### config.mk
export PLATFORM = sky130hd
export DESIGN_NAME = dp_exec_unit
export DESIGN_NICKNAME = d
export VERILOG_FILES = /design/src/rtl/dp_exec_pkg.sv /design/src/rtl/dp_decode.sv /design/src/rtl/dp_addsub.sv /design/src/rtl/dp_logic.sv /design/src/rtl/dp_exec_unit.sv
export SDC_FILE = /design/constraint.sdc
export NUM_CORES = 1
export LEC_CHECK = 0
export CORE_AREA = 3 3 118 120
export DETAILED_ROUTE_END_ITERATION = 6
export DIE_AREA = 0 0 121 123
export PLACE_DENSITY_LB_ADDON = 0.3
export SLEW_MARGIN = 0
export SYNTH_ARGS = -nofsm -noshare
export SYNTH_HDL_FRONTEND = slang
export SYNTH_SLANG_ARGS = --single-unit
### constraint.sdc
create_clock -name vclk -period 8.05
set_input_delay 0.805 -clock vclk [all_inputs]
set_output_delay 0.805 -clock vclk [all_outputs]
set_load 0.005 [all_outputs]
### src/rtl/dp_exec_pkg.sv
package dp_exec_pkg;

    typedef enum logic [3:0] {
        OP_AND = 4'd0,  OP_EOR = 4'd1,  OP_SUB = 4'd2,  OP_RSB = 4'd3,
        OP_ADD = 4'd4,  OP_ADC = 4'd5,  OP_SBC = 4'd6,  OP_RSC = 4'd7,
        OP_TST = 4'd8,  OP_TEQ = 4'd9,  OP_CMP = 4'd10, OP_CMN = 4'd11,
        OP_ORR = 4'd12, OP_MOV = 4'd13, OP_BIC = 4'd14, OP_MVN = 4'd15
    } dp_op_e;

    typedef struct packed {
        logic n;
        logic z;
        logic c;
        logic v;
    } dp_flags_t;

    function automatic logic op_is_logical(dp_op_e op);
        unique case (op)
            OP_AND, OP_EOR, OP_TST, OP_TEQ,
            OP_ORR, OP_MOV, OP_BIC, OP_MVN: return 1'b1;
            default:                        return 1'b0;
        endcase
    endfunction

endpackage

### src/rtl/dp_decode.sv
module dp_decode
    import dp_exec_pkg::*;
#(
    parameter int INSTR_W = 32,
    parameter int IDX_W   = 4,
    parameter int OP_LSB  = 21,
    parameter int S_POS   = 20,
    parameter int RD_LSB  = 12
) (
    input  logic [INSTR_W-1:0] instr,
    output dp_op_e             op,
    output logic               s_bit,
    output logic [IDX_W-1:0]   rd,
    output logic               writes_rd,
    output logic               is_logic
);
    localparam int OP_W = 4;

    always_comb begin
        op        = dp_op_e'(instr[OP_LSB +: OP_W]);
        s_bit     = instr[S_POS];
        rd        = instr[RD_LSB +: IDX_W];
        writes_rd = (instr[OP_LSB+2 +: 2] != 2'b10);
        is_logic  = op_is_logical(op);
    end

endmodule

### src/rtl/dp_addsub.sv
module dp_addsub
    import dp_exec_pkg::*;
#(
    parameter int W = 32
) (
    input  dp_op_e       op,
    input  logic [W-1:0] a,
    input  logic [W-1:0] b,
    input  logic         c_in,
    output logic [W-1:0] sum,
    output logic         c_out,
    output logic         ovf
);
    logic [W-1:0] x, y;
    logic         ci;
    logic [W:0]   wide;

    always_comb begin
        x  = a;
        y  = b;
        ci = 1'b0;
        case (op)
            OP_SUB, OP_CMP: begin x = a; y = ~b; ci = 1'b1; end
            OP_RSB:         begin x = b; y = ~a; ci = 1'b1; end
            OP_ADD, OP_CMN: begin x = a; y = b;  ci = 1'b0; end
            OP_ADC:         begin x = a; y = b;  ci = c_in; end
            OP_SBC:         begin x = a; y = ~b; ci = c_in; end
            OP_RSC:         begin x = b; y = ~a; ci = c_in; end
            default:        begin x = a; y = b;  ci = 1'b0; end
        endcase
        wide  = {1'b0, x} + {1'b0, y} + {{W{1'b0}}, ci};
        sum   = wide[W-1:0];
        c_out = wide[W];
        ovf   = (x[W-1] == y[W-1]) && (sum[W-1] != x[W-1]);
    end

endmodule

### src/rtl/dp_logic.sv
module dp_logic
    import dp_exec_pkg::*;
#(
    parameter int W = 32
) (
    input  dp_op_e       op,
    input  logic [W-1:0] a,
    input  logic [W-1:0] b,
    output logic [W-1:0] res
);
    always_comb begin
        case (op)
            OP_AND, OP_TST: res = a & b;
            OP_EOR, OP_TEQ: res = a ^ b;
            OP_ORR:         res = a | b;
            OP_MOV:         res = b;
            OP_BIC:         res = a & ~b;
            OP_MVN:         res = ~b;
            default:        res = '0;
        endcase
    end

endmodule

### src/rtl/dp_exec_unit.sv
module dp_exec_unit
    import dp_exec_pkg::*;
#(
    parameter int DATA_W  = 32,
    parameter int INSTR_W = 32,
    parameter int IDX_W   = 4,
    parameter int PC_IDX  = 15
) (
    input  logic [INSTR_W-1:0] instr,
    input  logic [DATA_W-1:0]  op_a,
    input  logic [DATA_W-1:0]  op_b,
    input  logic               shift_c,
    input  logic [3:0]         flags_in,
    output logic [DATA_W-1:0]  result,
    output logic [IDX_W-1:0]   rd_idx,
    output logic               rd_we,
    output logic [3:0]         flags_out,
    output logic               flags_we,
    output logic               mode_restore
);
    localparam logic [IDX_W-1:0] PC_SEL = IDX_W'(PC_IDX);

    dp_op_e             op;
    logic               s_bit, writes_rd, is_logic;
    logic [IDX_W-1:0]   rd;
    logic [DATA_W-1:0]  arith_res, logic_res;
    logic               arith_c, arith_v;
    dp_flags_t          cur, nxt;

    assign cur = dp_flags_t'(flags_in);

    dp_decode #(.INSTR_W(INSTR_W), .IDX_W(IDX_W)) u_dec (
        .instr(instr), .op(op), .s_bit(s_bit), .rd(rd),
        .writes_rd(writes_rd), .is_logic(is_logic)
    );

    dp_addsub #(.W(DATA_W)) u_add (
        .op(op), .a(op_a), .b(op_b), .c_in(cur.c),
        .sum(arith_res), .c_out(arith_c), .ovf(arith_v)
    );

    dp_logic #(.W(DATA_W)) u_log (
        .op(op), .a(op_a), .b(op_b), .res(logic_res)
    );

    always_comb begin
        result       = is_logic ? logic_res : arith_res;
        rd_idx       = rd;
        rd_we        = writes_rd;
        mode_restore = s_bit && writes_rd && (rd == PC_SEL);
        flags_we     = s_bit && !mode_restore;
        nxt          = cur;
        if (flags_we) begin
            nxt.n = result[DATA_W-1];
            nxt.z = (result == '0);
            nxt.c = is_logic ? shift_c : arith_c;
            nxt.v = is_logic ? cur.v   : arith_v;
        end
        flags_out = nxt;
    end

endmodule

==> summary.txt <==
PortBufs -> 121
worst min-delay path endpoint -> rd_idx[2]
vias in the first global route -> 6659
Rel. slew slack -> 0.335
f_max -> 0.132 GHz
post-cts resize count -> 0
power per cell area -> 96.4 mW/mm2
sequential cells -> 0
number of synthesis warnings -> 0
multi-input logic area -> 0.00521 mm2
All-Layer GR Usage -> 0.290
RSZ-0062 raised after global routing -> no
Post-Syn Instances -> 930
crit path cell chain -> clkdlybuf4s50_1 > buf_4 > or3_2 > o31ai_4 > nor2_1 > a211oi_1 > fa_1 > inv_1 > fa_1 > a21o_2 > a221o_1 > xnor2_1 > o2111ai_1 > or4_1 > nor4_1 > nand4_1 > or4_1 > o31ai_2 > clkdlybuf4s50_1
post-synth top area cell -> ha_1
die area -> 0.0149 mm2
count leader, synth -> o21ai_0
largest fanout on the critical path -> 13
vias per inst -> 6.33
Routed WL per cell -> 19.3 um
Final Cycle Share -> 0.943
Critical Path End Type -> primary output
WP data required -> 7.24 ns
Worst path slowest cell -> or4_1
worst hold start -> instr[14]
Initial Utilization -> 0.444
Synth top cells by count -> 135 x o21ai_0, 127 x nand2_1, 74 x inv_1, 63 x ha_1, 57 x a21oi_1
pin count of the biggest net entering global routing -> 97
WP buf/inv -> 4
Slew Limit Fails -> 0
Leakage -> 0.00297 uW
drt first-iter violations -> 792
Hold Path Class -> in2out
n_diodes -> 0
post-CTS setup buffers -> 0
register area share after synthesis -> 0
Post-Syn Area per Cell -> 6.25 um2
Vias -> 7411
Worst-Margin Slew -> 0.989 ns
Pre-antenna DRT Iters -> 5
Detailed Place HPWL -> 17.0 mm
worst vdd ir -> 0.0478 mV
Final setup viols -> 0
post-layout minimum cycle time -> 7.59 ns
post-route antenna net violation count -> 0
hold_buf cts -> 0
Overflow after GRT -> 0
io pins -> 144
Area Overhead vs Synth -> 21.1%
critical path class -> in2out
die width -> 121 um
gpl congestion -> 0.972
first-pass GRT wire length -> 35.0 mm
Core ar. -> 0.0131 mm2
top cell type's share of synthesized area -> 0.136
CP Launch Type -> input port
DRT Wirelength -> 22.6 mm
setup TNS -> 0 ns
Fin. Hold Viols -> 0
CP arrival -> 6.79 ns
syn nets -> 1096
Netlist cell types -> 90
proportion of layout cells with a drive suffix above 1 -> 0.0644
hold slack -> 2.47 ns
crit-path leading delay family -> simple AND/OR/NAND/NOR gates
Worst path max stage delay -> 0.57 ns
drt drc -> 0
fill count -> 1320
synthesized area -> 0.00581 mm2
final-stage net count -> 1162
initial antenna violation count -> 2
die height -> 123 um
WHS Path Cells -> 2
num rows -> 42
top cells by area, synth -> ha_1 14%, o21ai_0 12%, nand2_1 8.2%
status -> completed
Max Cap Violations -> 0
Clock Buffer Count -> 0
Reg area -> 0 um2
[routing by layer]
| layer | wire, um | vias up | global-route usage |
|---|---|---|---|
| li1 | - | 3576 | - |
| met1 | 9900 | 3395 | 0.418 |
| met2 | 9610 | 386 | 0.444 |
| met3 | 2530 | 52 | 0.0531 |
| met4 | 527 | 2 | 0.0722 |
| met5 | 12 | - | 0 |
[per-stage QoR]
step | power [uW] | std cells | area (um2) | worst slack [ns] | util
5_1_grt | 739 | 1170 | 7040 | 0.148 | 0.538
4_1_cts | 666 | 1170 | 7040 | 0.532 | 0.538
3_5_place_dp | 663 | 1170 | 7040 | 0.530 | 0.538
3_3_place_gp | 658 | 1170 | 7040 | 0.625 | 0.538
6_report | 678 | 1170 | 7040 | 0.458 | 0.538
2_1_floorplan | 417 | 930 | 5810 | 1.46 | -
[final cells by class]
| class | count | area share |
|---|---|---|
| Inverter | 75 | 0.0400 |
| Multi-Input combinational cell | 783 | 0.740 |
| Tap cell | 176 | 0.0313 |
| Timing Repair Buffer | 136 | 0.188 |
[cell families after synthesis]
family,count (synthesis),synth area share
multiplexers,15,0.0260
buffers and inverters,147,0.109
XOR/XNOR,34,0.0512
AND/OR/NAND/NOR,316,0.267
AO/OA/AOI/OAI,353,0.404
adder cells (fa/ha/maj),65,0.143
[worst max-delay path by stage]
stage | depth (start not counted) | slack, ns | end | start
after floorplan | 20 | 1.46 | flags_out[2] | instr[21]
after global placement | 19 | 0.62 | flags_out[2] | instr[24]
after detailed placement | 19 | 0.53 | flags_out[2] | instr[24]
after CTS | 19 | 0.53 | flags_out[2] | instr[24]
after global routing | 19 | 0.15 | flags_out[2] | instr[24]
final | 19 | 0.46 | flags_out[2] | instr[24]
[report_power, final]
group          switching, uW  total [uW]  leakage, uW  internal [uW]
logic                    381         678      0.00297            297
registers                  0           0            0              0
clock network              0           0            0              0
[layout by cell type, fill, tap and decap left out, types with 9 or more instances in the layout]
cell type / count
nand4_1: 11
o31ai_1: 13
nor2_1: 47
ha_1: 63
xnor2_1: 20
nand2_1: 127
mux2i_1: 14
buf_4: 14
a21oi_1: 57
a31oi_1: 11
nand2b_1: 9
nand3_1: 27
o21ai_0: 135
inv_1: 74
o22ai_1: 11
nor3_1: 23
clkdlybuf4s50_1: 119
xor2_1: 14
and3_1: 12
(Power assumes the default switching activity.)
